==> config.mk <==
export PLATFORM = sky130hd
export DESIGN_NAME = cond_flag_unit
export DESIGN_NICKNAME = d
export VERILOG_FILES = /design/src/rtl/cfu_pkg.sv /design/src/rtl/cfu_flag_next.sv /design/src/rtl/cfu_flag_reg.sv /design/src/rtl/cfu_cond_eval.sv /design/src/rtl/cond_flag_unit.sv
export SDC_FILE = /design/constraint.sdc
export NUM_CORES = 1
export LEC_CHECK = 0
export BUFFER_PORTS_ARGS = -buffer_cell sky130_fd_sc_hd__buf_2
export CAP_MARGIN = 20
export CORE_ASPECT_RATIO = 0.6
export CORE_MARGIN = 8
export CORE_UTILIZATION = 28
export DETAILED_ROUTE_END_ITERATION = 16
export PLACE_DENSITY_LB_ADDON = 0.12
export SLEW_MARGIN = 20
export SYNTH_ARGS = -nofsm -noshare
export SYNTH_HDL_FRONTEND = slang
export SYNTH_HIERARCHICAL = 1
export SYNTH_SLANG_ARGS = --single-unit
==> constraint.sdc <==
create_clock -name clk -period 4.8 [get_ports clk]
set_input_delay 1.44 -clock clk [delete_from_list [all_inputs] [get_ports clk]]
set_output_delay 1.44 -clock clk [all_outputs]
set_load 0.01 [all_outputs]
==> src/rtl/cfu_pkg.sv <==
package cfu_pkg;
   localparam int NFLAG = 4;
   localparam int FI_N  = 3;
   localparam int FI_Z  = 2;
   localparam int FI_V  = 1;
   localparam int FI_C  = 0;

   typedef logic [NFLAG-1:0] flags_t;

   typedef enum logic [3:0] {
      CC_AL  = 4'd0,  CC_NV  = 4'd1,
      CC_EQ  = 4'd2,  CC_NE  = 4'd3,
      CC_LT  = 4'd4,  CC_GE  = 4'd5,
      CC_LE  = 4'd6,  CC_GT  = 4'd7,
      CC_LEU = 4'd8,  CC_GTU = 4'd9,
      CC_CS  = 4'd10, CC_CC  = 4'd11,
      CC_MI  = 4'd12, CC_PL  = 4'd13,
      CC_VS  = 4'd14, CC_VC  = 4'd15
   } cond_e;
endpackage

==> src/rtl/cfu_flag_next.sv <==
module cfu_flag_next
   import cfu_pkg::*;
#(
   parameter int W               = 16,
   parameter bit CARRY_NO_BORROW = 1'b0
) (
   input  flags_t          cur,
   input  logic [W-1:0]    alu_res,
   input  logic            alu_cout,
   input  logic            alu_ovf,
   input  logic            alu_wr,
   input  logic [NFLAG-1:0] alu_mask,
   input  logic            cmp_en,
   input  logic [W-1:0]    cmp_a,
   input  logic [W-1:0]    cmp_b,
   output flags_t          nxt,
   output logic            wr
);
   localparam int MSB = W - 1;

   flags_t     alu_fl;
   flags_t     cmp_fl;
   flags_t     alu_merged;
   logic [W:0] diff;
   logic       borrow;

   if (W < 2) begin : g_bad_w
      $error("cfu_flag_next: W must be at least 2");
   end

   always_comb begin
      alu_fl        = '0;
      alu_fl[FI_N]  = alu_res[MSB];
      alu_fl[FI_Z]  = (alu_res == '0);
      alu_fl[FI_V]  = alu_ovf;
      alu_fl[FI_C]  = alu_cout;
   end

   assign diff   = {1'b0, cmp_a} - {1'b0, cmp_b};
   assign borrow = diff[W];

   always_comb begin
      cmp_fl       = '0;
      cmp_fl[FI_N] = diff[MSB];
      cmp_fl[FI_Z] = (cmp_a == cmp_b);
      cmp_fl[FI_V] = (cmp_a[MSB] != cmp_b[MSB]) && (diff[MSB] != cmp_a[MSB]);
   end

   flags_t cmp_full;
   if (CARRY_NO_BORROW) begin : g_c_noborrow
      always_comb begin
         cmp_full       = cmp_fl;
         cmp_full[FI_C] = ~borrow;
      end
   end else begin : g_c_borrow
      always_comb begin
         cmp_full       = cmp_fl;
         cmp_full[FI_C] = borrow;
      end
   end

   for (genvar i = 0; i < NFLAG; i++) begin : g_mask
      assign alu_merged[i] = alu_mask[i] ? alu_fl[i] : cur[i];
   end

   assign nxt = cmp_en ? cmp_full : (alu_wr ? alu_merged : cur);
   assign wr  = cmp_en | alu_wr;
endmodule

==> src/rtl/cfu_flag_reg.sv <==
module cfu_flag_reg
   import cfu_pkg::*;
(
   input  logic   clk,
   input  logic   rst_n,
   input  logic   wr,
   input  flags_t nxt,
   output flags_t q
);
   always_ff @(posedge clk) begin
      if (!rst_n)  q <= '0;
      else if (wr) q <= nxt;
   end

   p_hold_r4: assert property (@(posedge clk) disable iff (!rst_n)
      !wr |=> $stable(q));
endmodule

==> src/rtl/cfu_cond_eval.sv <==
module cfu_cond_eval
   import cfu_pkg::*;
#(
   parameter bit CARRY_NO_BORROW = 1'b0
) (
   input  flags_t     fl,
   input  logic [3:0] sel,
   output logic       take
);
   logic nxv;
   logic leu;
   logic base;
   cond_e pair;

   assign nxv  = fl[FI_N] ^ fl[FI_V];
   assign pair = cond_e'({sel[3:1], 1'b0});

   if (CARRY_NO_BORROW) begin : g_leu_nb
      assign leu = ~fl[FI_C] | fl[FI_Z];
   end else begin : g_leu_b
      assign leu = fl[FI_C] | fl[FI_Z];
   end

   always_comb begin
      unique case (pair)
         CC_AL:   base = 1'b1;
         CC_EQ:   base = fl[FI_Z];
         CC_LT:   base = nxv;
         CC_LE:   base = fl[FI_Z] | nxv;
         CC_LEU:  base = leu;
         CC_CS:   base = fl[FI_C];
         CC_MI:   base = fl[FI_N];
         CC_VS:   base = fl[FI_V];
         default: base = 1'b0;
      endcase
   end

   assign take = base ^ sel[0];
endmodule

==> src/rtl/cond_flag_unit.sv <==
module cond_flag_unit
   import cfu_pkg::*;
#(
   parameter int W               = 16,
   parameter bit BYPASS          = 1'b1,
   parameter bit CARRY_NO_BORROW = 1'b0
) (
   input  logic         clk,
   input  logic         rst_n,
   input  logic [W-1:0] alu_res,
   input  logic         alu_cout,
   input  logic         alu_ovf,
   input  logic         alu_wr,
   input  logic [3:0]   alu_mask,
   input  logic         cmp_en,
   input  logic [W-1:0] cmp_a,
   input  logic [W-1:0] cmp_b,
   input  logic [3:0]   cond_sel,
   output logic         take,
   output logic [3:0]   flags_q
);
   flags_t cur;
   flags_t nxt;
   flags_t seen;
   logic   wr;

   cfu_flag_next #(.W(W), .CARRY_NO_BORROW(CARRY_NO_BORROW)) u_next (
      .cur(cur), .alu_res(alu_res), .alu_cout(alu_cout), .alu_ovf(alu_ovf),
      .alu_wr(alu_wr), .alu_mask(alu_mask), .cmp_en(cmp_en),
      .cmp_a(cmp_a), .cmp_b(cmp_b), .nxt(nxt), .wr(wr)
   );

   cfu_flag_reg u_reg (
      .clk(clk), .rst_n(rst_n), .wr(wr), .nxt(nxt), .q(cur)
   );

   if (BYPASS) begin : g_bypass
      assign seen = nxt;
   end else begin : g_registered
      assign seen = cur;
   end

   cfu_cond_eval #(.CARRY_NO_BORROW(CARRY_NO_BORROW)) u_eval (
      .fl(seen), .sel(cond_sel), .take(take)
   );

   assign flags_q = cur;

   // unmasked flags keep their value across an ALU write
   for (genvar i = 0; i < NFLAG; i++) begin : g_chk
      p_mask_hold_r3: assert property (@(posedge clk) disable iff (!rst_n)
         (alu_wr && !cmp_en && !alu_mask[i]) |=> (flags_q[i] == $past(flags_q[i])));
   end

   p_always_r6: assert property (@(posedge clk) disable iff (!rst_n)
      (cond_sel == 4'd0) |-> take);
   p_never_r6: assert property (@(posedge clk) disable iff (!rst_n)
      (cond_sel == 4'd1) |-> !take);
   p_cmp_eq_r5: assert property (@(posedge clk) disable iff (!rst_n)
      (cmp_en && cmp_a == cmp_b) |=> flags_q[FI_Z]);
   p_cmp_borrow_r5: assert property (@(posedge clk) disable iff (!rst_n)
      (cmp_en && cmp_a < cmp_b) |=> (flags_q[FI_C] == !CARRY_NO_BORROW));
   p_reset_r1: assert property (@(posedge clk)
      $past(!rst_n) |-> (flags_q == 4'd0));
endmodule

==> results_dict.tcl, run 1 <==
set metrics [dict create \
    synth_mux_area_share_pct 5.57 \
    drt_iter0_markers 33 \
    grt_use_met3_pct 2.33 \
    synthSimpleGateAreaFrac_pct 26.9 \
    cpPeakStageDelay_ps 480 \
    synth_compound_area_share_pct 25.3 \
    tns_ps -425 \
    dpl.hpwl_mm 2.83 \
    synth_ff_type "dfxtp_1" \
    fmax_mhz 191 \
    rr_worst_depth 5 \
    hold_path_depth 2 \
    drc_errors 0 \
    violations "setup timing" \
    critPathBufInv 4 \
    gp_congestion 0.780 \
    yosysMostFrequentCell "inv_1" \
    clockBufferDepth 2 \
    final_core_util_pct 49.8 \
    cts.sinks 4 \
    synth_edf_count 0 \
    io_buffers 66 \
    die_area_um2 5340 \
    syn_avg_cell_area_um2 7.49 \
    yosysWarnings 6 \
    yosysTopAreaCell "ha_1" \
    synth_cell_types 40 \
    largest_register_ffs 4 \
    row_count 16 \
    rsz0062_at_grt "true" \
    arrival_ps 3790 \
    htree_num_levels 1 \
    wl_mm 3.18 \
    outcome "complete, but fails checks" \
    synth_nets 198 \
    grtUsageMet1_pct 13.3 \
    grt_remaining_overflow 0 \
    fp.dieH_um 59.9 \
    first_global_vias 1228 \
    setup_violations 1 \
    drv_cap 0 \
    grt_pass1_wl_mm 4.98 \
    first_pass_iters 4 \
    slew_headroom_pct 79.8 \
    cp_cell_sequence "buf_8, inv_12, ha_4, nor2b_4, o311ai_4, a311oi_2, or4_1, a31o_1, buf_4, nand3b_1, o211ai_1, o32ai_2, xor2_1, buf_2" \
    regMostFlops "u_reg/q" \
    finalPower_mw 0.243 \
    pin_count 67 \
    vias 1154 \
    required_ps 3360 \
    clk_latency_ps 220 \
    synthCells 120 \
    skew_ps 0 \
    drtAntennaViolNets 0 \
    start_kind "input port" \
    die_w_um 89.1 \
    critical_path.reg2reg.startpoint "u_reg/q[2]" \
    synth_adder_area_share_pct 22.3 \
    path_clk_slew_ps 30 \
    grt_use_met2_pct 22.0 \
    antenna_found_initial 0 \
    tritoncts "yes" \
    worst_slew_pin_slew_ps 301 \
    synth_area_leaders "ha_1 22%, dfxtp_1 8.9%, inv_1 8.4%" \
    cp_slowest_cell "or4_1" \
    min_period_over_period_pct 109 \
    biggestRegsByFlops "u_reg/q: 4 flops" \
    leakage_nw 0.849 \
    fin_ws_ps -425 \
    critical_path.max_fanout 4 \
    synthArstFlopShare_pct 0 \
    routedWlPerCell_um 12.7 \
    finalNetCount 285 \
    path_delay_family "compound AO/OA/AOI/OAI gates" \
    ys_seq_area_share_pct 8.91 \
    critical_path_depth 14 \
    synth_top_family_by_area "simple AND/OR/NAND/NOR gates" \
    clock-root-buffer "clkbuf_8" \
    power_density_nw_per_um2 154 \
    critPathKind "in2out" \
    core_area_um2 3160 \
    drive_gt1_share_pct 51.7 \
    grt_max_degree 10 \
    cts_buffers 3 \
    initial_core_util_pct 28.4 \
    synth_top_area_share_pct 22.3 \
    viasPerCell 4.62 \
    maxSlewViolCount 0 \
    ys_ff_latch 4 \
    crit_start "cmp_b[1]" \
    yosys-top-cells-count "20 x inv_1, 16 x ha_1, 9 x nand2_1, 7 x a21oi_1" \
    worstHoldPathType "reg2reg" \
    grt_usage_pct 11.6 \
    max-vdd-ir-drop_uv 177 \
    top_usage_layer "met2" \
    min_from "u_reg/q[1]" \
    end_kind "output port" \
    area_delta_synth_final_pct 75.2 \
    synthXorXnorAreaFrac_pct 0.975 \
    fin_crit_ps 5230 \
    hold_violations 0 \
    antenna_cells 0 \
    synth_area_um2 898 \
]
-- report_power, final --
group | switching (mW) | total, mW | leakage (nW) | internal [mW]
registers | 0.00231 | 0.0384 | 0.0329 | 0.0361
logic | 0.0605 | 0.134 | 0.795 | 0.0734
clock network | 0.0171 | 0.0705 | 0.0216 | 0.0534
total | 0.0799 | 0.243 | 0.849 | 0.163
-- path summary, 6_finish.rpt --
kind	end	slack [ps]
min	u_reg/q[1]	560
max reg2reg	u_reg/q[2]	3650
max	take	-430
min reg2reg	u_reg/q[1]	560
-- placed cells by master, fill, tap and decap left out, types with 2 or more instances in the layout --
| master | netlist | routed |
|---|---|---|
| o32ai_2 | 1 | 2 |
| mux2i_1 | 5 | 5 |
| inv_1 | 20 | 18 |
| ha_4 | 0 | 4 |
| nor4_1 | 5 | 5 |
| o21ai_0 | 3 | 3 |
| nand4_1 | 5 | 5 |
| nand2_1 | 9 | 9 |
| nand3_1 | 2 | 2 |
| or2b_1 | 2 | 2 |
| clkbuf_8 | 0 | 3 |
| and3_1 | 3 | 2 |
| ha_1 | 16 | 12 |
| a21o_1 | 4 | 4 |
| buf_2 | 0 | 64 |
| nor2_1 | 3 | 3 |
| a21oi_1 | 7 | 6 |
| o31ai_1 | 2 | 2 |
| a21oi_2 | 2 | 3 |
| nor2b_1 | 4 | 4 |
| dfxtp_1 | 4 | 4 |
| buf_4 | 0 | 18 |
-- worst min-delay path: stages (launching register included) --
cell	delay, ps
dfxtp_1	320
mux2i_1	130
nor2b_1	60
-- through the flow --
| step | setup slack (ps) | instances | instance area [µm²] | hold slack, ps |
|---|---|---|---|---|
| after CTS | -446 | 250 | 1560 | 560 |
| after floorplan | -275 | 120 | 965 | 549 |
| after global routing | -565 | 250 | 1570 | 603 |
| after detailed placement | -621 | 246 | 1460 | 555 |
| after global placement | -562 | 246 | 1460 | 539 |
| final | -425 | 250 | 1570 | 564 |
-- layout make-up --
| class | instances | area, µm² |
|---|---|---|
| Inverter | 20 | 87.6 |
| Sequential cell | 4 | 80.1 |
| Tap cell | 45 | 56.3 |
| Fill cell | 320 | 1590 |
| Multi-Input combinational cell | 94 | 827 |
| Clock buffer | 3 | 41.3 |
| Timing Repair Buffer | 84 | 482 |
-- routing by layer --
| layer | vias to the layer above | wire length, µm |
|---|---|---|
| met5 | - | 0 |
| met4 | 0 | 0 |
| met3 | 0 | 141 |
| met2 | 27 | 1580 |
| met1 | 515 | 1460 |
| li1 | 612 | - |
-- kinds of logic (layout without fill, tap and decap cells) --
group,Yosys count,after routing
and+or+nand+nor,42,42
AOI/OAI and AO/OA,30,30
buffers and inverters,22,107
adders and majority gates,16,16
muxes,5,5
DFF,4,4
xor gates and xnor gates,1,1
-- repair_timing --
action | CTS | global route
gates resized for setup | 9 | 1
pin swaps | 10 | 1
buffers inserted | 1 | 0
setup endpoints to repair | 1 | 1
cloned | 0 | 0
hold buffers | 0 | 0
Note: power is estimated with default switching activity, not from simulation.
==> inputs of run 2 (changes only) <==
--- a/config.mk
+++ b/config.mk
@@ -12,6 +12,7 @@
 export CORE_UTILIZATION = 28
 export DETAILED_ROUTE_END_ITERATION = 16
 export PLACE_DENSITY_LB_ADDON = 0.12
+export RECOVER_POWER = 50
 export SLEW_MARGIN = 20
 export SYNTH_ARGS = -nofsm -noshare
 export SYNTH_HDL_FRONTEND = slang
==> run 2 against run 1 <==
  * The flow still finishes with violations (setup timing)
  * Utilization down 0.16 points
  * Clock skew did not move
  * Register-to-register slack about the same
  * Sequential share of layout area about the same
  * Largest power group unchanged
  * Maximum frequency is essentially flat
  * Worst setup slack about the same
  * Final area fell by 0.32%
  * Total power fell by 0.46%
==> results_dict.tcl, run 2 (synthesis results as in run 1) <==
set metrics [dict create \
    outcome "complete, but fails checks" \
    violations "setup timing" \
    io_buffers 66 \
    r2r_slack_ps 3640 \
    leakage_nw 0.833 \
    drive_gt1_share_pct 49.8 \
    r2r_end "u_reg/q[2]" \
    antenna_cells 0 \
    final_cells 250 \
    required_ps 3360 \
    setup_violations 1 \
    clock-root-buffer "clkbuf_8" \
    power_density_nw_per_um2 154 \
    cts_buffers 3 \
    n_fill_cell 322 \
    hold_path_depth 2 \
    core_area_um2 3160 \
    rr_worst_depth 5 \
    routedWlPerCell_um 12.7 \
    initial_core_util_pct 28.4 \
    fp.dieH_um 59.9 \
    pin_count 67 \
    slew_headroom_pct 79.8 \
    final_common_cell "buf_2" \
    rsz0062_at_grt "true" \
    ctsHoldBuffers 0 \
    wl_mm 3.19 \
    clk_latency_ps 220 \
    path_clk_slew_ps 30 \
    grt_remaining_overflow 0 \
    cts.sinks 4 \
    start_kind "input port" \
    fmax_mhz 191 \
    drtAntennaViolNets 0 \
    tritoncts "yes" \
    grt_max_degree 10 \
    finalNetCount 285 \
    drc_errors 0 \
    min_from "u_reg/q[1]" \
    die_area_um2 5340 \
    end_kind "output port" \
    worst_slew_pin_slew_ps 301 \
    clockBufferDepth 2 \
    drv_cap 0 \
    fin_crit_ps 5230 \
    tns_ps -425 \
    grt_pass1_wl_mm 4.98 \
    skew_ps 0 \
    final_core_util_pct 49.6 \
    fin_ws_ps -425 \
    layout_common_cells "60 x buf_2, 18 x buf_4, 18 x inv_1, 12 x ha_1, 9 x nand2_1" \
    biggestRegsByFlops "u_reg/q: 4 flops" \
    worstHoldPathType "reg2reg" \
    first_global_vias 1228 \
    gp_congestion 0.780 \
    finalPower_mw 0.242 \
    htree_num_levels 1 \
    min_period_over_period_pct 109 \
    max-vdd-ir-drop_uv 177 \
    row_count 16 \
    viasPerCell 4.62 \
    dpl.cell_count 246 \
    hold_path_end "u_reg/q[1]" \
    maxSlewViolCount 0 \
    arrival_ps 3790 \
    vias 1156 \
    first_pass_iters 4 \
    place_ws_ps -621 \
    die_w_um 89.1 \
    critical_path.max_fanout 4 \
    critPathKind "in2out" \
    largest_register_ffs 4 \
    drt_iter0_markers 30 \
    antenna_found_initial 0 \
    hold_violations 0 \
    critical_path.reg2reg.startpoint "u_reg/q[2]" \
    regMostFlops "u_reg/q" \
    grt_usage_pct 11.6 \
    dpl.hpwl_mm 2.83 \
    area_delta_synth_final_pct 74.7 \
]
==> run 2: worst max path at each step <==
stage / from / end / slack [ps] / cells past startpoint
after detailed placement: cmp_b[1] / take / -620 / 13
after global routing: cmp_b[1] / take / -560 / 13
after CTS: cmp_b[1] / take / -450 / 13
after floorplan: cmp_b[1] / take / -280 / 11
final: cmp_b[1] / take / -430 / 14
after global placement: cmp_b[1] / take / -560 / 13
==> run 2: layout make-up <==
type | count | area, µm² | share of cell area, %
multi-input combinational | 94 | 827 | 52.7
timing repair buffer | 84 | 477 | 30.4
inverter | 20 | 87.6 | 5.58
sequential | 4 | 80.1 | 5.10
tap | 45 | 56.3 | 3.59
clock buffer | 3 | 41.3 | 2.63
==> run 2: worst max-delay path, stage by stage <==
cell	delay, ps
buf_8	110
inv_12	40
ha_4	180
nor2b_4	130
o311ai_4	240
a311oi_2	160
or4_1	480
a31o_1	210
buf_4	150
nand3b_1	80
o211ai_1	120
o32ai_2	140
xor2_1	160
buf_2	150
==> run 2: what timing repair did <==
action,in CTS,in global routing
endpoints found under the hold margin,0,0
buffers inserted,1,0
pin swaps,10,1
gates resized for setup,9,1
endpoints found under the setup margin,1,1
==> run 2: metal layers <==
metal	up-vias	track usage, %	part of all wire (%)
li1	612	-	-
met1	517	13.3	46
met2	27	22.0	49
met3	0	2.33	4.4
met4	0	1.41	0
met5	-	0	0
==> run 2: power breakdown <==
| group | total (mW) | internal (mW) | switching (mW) |
|---|---|---|---|
| combinational | 0.133 | 0.0727 | 0.0605 |
| sequential | 0.0385 | 0.0361 | 0.00243 |
| clock | 0.0700 | 0.0534 | 0.0166 |
==> run 2: through the flow <==
stage / cell area (µm²) / hold WS [ps]
2_1_floorplan: 965 / 549
3_3_place_gp: 1460 / 539
3_5_place_dp: 1460 / 555
4_1_cts: 1560 / 560
5_1_grt: 1570 / 606
6_report: 1570 / 566
==> inputs of run 3 (changes only) <==
==> constraint.sdc (replaced) <==
create_clock -name clk -period 5.2 [get_ports clk]
set_input_delay 1.56 -clock clk [delete_from_list [all_inputs] [get_ports clk]]
set_output_delay 1.56 -clock clk [all_outputs]
set_load 0.01 [all_outputs]
==> run 3 against run 2 <==
  * Final cell count rose by 0.40%
  * Critical path type unchanged
  * Largest cell class unchanged
  * Sequential power fell by 7.8%
  * Die area did not move
  * Register-to-register slack improved by 410 ps
  * Non-clock buffer count rose by 1
  * Highest routed layer is now met4
  * Critical endpoint unchanged
  * The flow still finishes with violations (setup timing)
==> results_dict.tcl, run 3 (synthesis results as in run 1) <==
set metrics [dict create \
    outcome "complete, but fails checks" \
    violations "setup timing" \
    final_core_util_pct 50.3 \
    dpl.hpwl_mm 2.82 \
    min_from "u_reg/q[0]" \
    power_density_nw_per_um2 143 \
    fin_ws_ps -231 \
    fmax_mhz 184 \
    fp.dieH_um 59.9 \
    die_w_um 89.1 \
    place_area_um2 1460 \
    gp_congestion 0.787 \
    antenna_cells 0 \
    row_count 16 \
    fin_area_um2 1590 \
    core_area_um2 3160 \
    required_ps 3640 \
    max-vdd-ir-drop_uv 135 \
    path_clk_slew_ps 30 \
    worst_slew_pin_slew_ps 310 \
    n_fill_cell 320 \
    biggestRegsByFlops "u_reg/q: 4 flops" \
    initial_core_util_pct 28.4 \
    skew_ps 0 \
    r2r_slack_ps 4050 \
    drtAntennaViolNets 0 \
    rsz0062_at_grt "true" \
    clk_latency_ps 220 \
    wl_mm 3.24 \
    rr_worst_depth 6 \
    drt_iter0_markers 25 \
    cp-endpoint "take" \
    drc_errors 0 \
    grt_usage_pct 12.5 \
    finalPower_mw 0.227 \
    end_kind "output port" \
    final_common_cell "buf_2" \
    clockBufferDepth 2 \
    first_pass_iters 4 \
    hold_violations 0 \
    worstHoldPathType "reg2reg" \
    die_area_um2 5340 \
    clock-root-buffer "clkbuf_8" \
    arrival_ps 3870 \
    setup_violations 1 \
    regMostFlops "u_reg/q" \
    routedWlPerCell_um 12.9 \
    maxSlewViolCount 0 \
    fin_crit_ps 5430 \
    r2r_end "u_reg/q[3]" \
    critical_path.max_fanout 3 \
    critPathKind "in2out" \
    cts.sinks 4 \
    area_delta_synth_final_pct 77.0 \
    io_buffers 66 \
    antenna_found_initial 0 \
    ctsHoldBuffers 0 \
    place_ws_ps -453 \
    vias 1141 \
    leakage_nw 0.837 \
    tritoncts "yes" \
    min_period_over_period_pct 104 \
    grt_remaining_overflow 0 \
    start_kind "input port" \
    slew_headroom_pct 79.4 \
    grt_max_degree 10 \
    largest_register_ffs 4 \
    holdWs_ps 552 \
    grt_pass1_wl_mm 5.22 \
    pin_count 67 \
    drive_gt1_share_pct 51.5 \
    layout_common_cells "60 x buf_2, 19 x buf_4, 18 x inv_1, 12 x ha_1, 9 x nand2_1" \
    cts_buffers 3 \
    critical_path.reg2reg.startpoint "u_reg/q[3]" \
    htree_num_levels 1 \
    viasPerCell 4.55 \
    first_global_vias 1227 \
    crit_start "cmp_b[1]" \
    finalNetCount 286 \
    drv_cap 0 \
]
-- run 3: layout make-up --
class	count	area, µm²	share of cell area, %
timing repair buffer	85	480	30.2
clock buffer	3	41.3	2.60
multi-input combinational	94	842	53.0
tap	45	56.3	3.54
sequential	4	80.1	5.04
inverter	20	90.1	5.66
-- run 3: timing repair --
item / 4_1_cts / 5_1_grt
resized for setup: 10 / 3
gates cloned: 0 / 0
endpoints found under the setup margin: 1 / 1
pin swaps: 14 / 1
buffers inserted: 2 / 0
-- run 3: per-layer routing --
layer  track usage (%)  vias up  part of all wire, %
met2              22.9       28                   48
met1              13.8      491                   44
met5                 0        -                    0
met3              3.16        4                  6.2
li1                  -      618                    -
met4              4.23        0                  1.4
-- run 3: critical path, stage by stage --
cell and delay [ps]:
buf_6 100, inv_12 30, ha_4 220, nor2b_4 130, o311ai_4 240, a311oi_2 180
or4_1 420, a31o_1 210, nor3b_2 170, nor3_2 70, o32ai_2 220, xor2_1 170
buf_2 150
-- run 3: power breakdown --
group / leakage, nW / internal (mW) / switching (mW) / total, mW
clock: 0.0216 / 0.0494 / 0.0173 / 0.0667
combinational: 0.783 / 0.0685 / 0.0565 / 0.125
sequential: 0.0329 / 0.0333 / 0.00217 / 0.0355
total: 0.837 / 0.151 / 0.0760 / 0.227
-- run 3: metrics by stage --
step / TNS (ps) / cells
CTS: -244 / 251
detailed placement: -453 / 246
finish: -231 / 251
global route: -387 / 251
global placement: -417 / 246
floorplan: -115 / 120
-- run 3: worst min-delay path by stage --
| stage | to | slack, ps | cells past startpoint |
|---|---|---|---|
| global route | u_reg/q[3] | 580 | 2 |
| global placement | u_reg/q[0] | 540 | 2 |
| CTS | u_reg/q[1] | 550 | 2 |
| finish | u_reg/q[0] | 550 | 2 |
| floorplan | u_reg/q[1] | 550 | 2 |
| detailed placement | u_reg/q[1] | 540 | 2 |
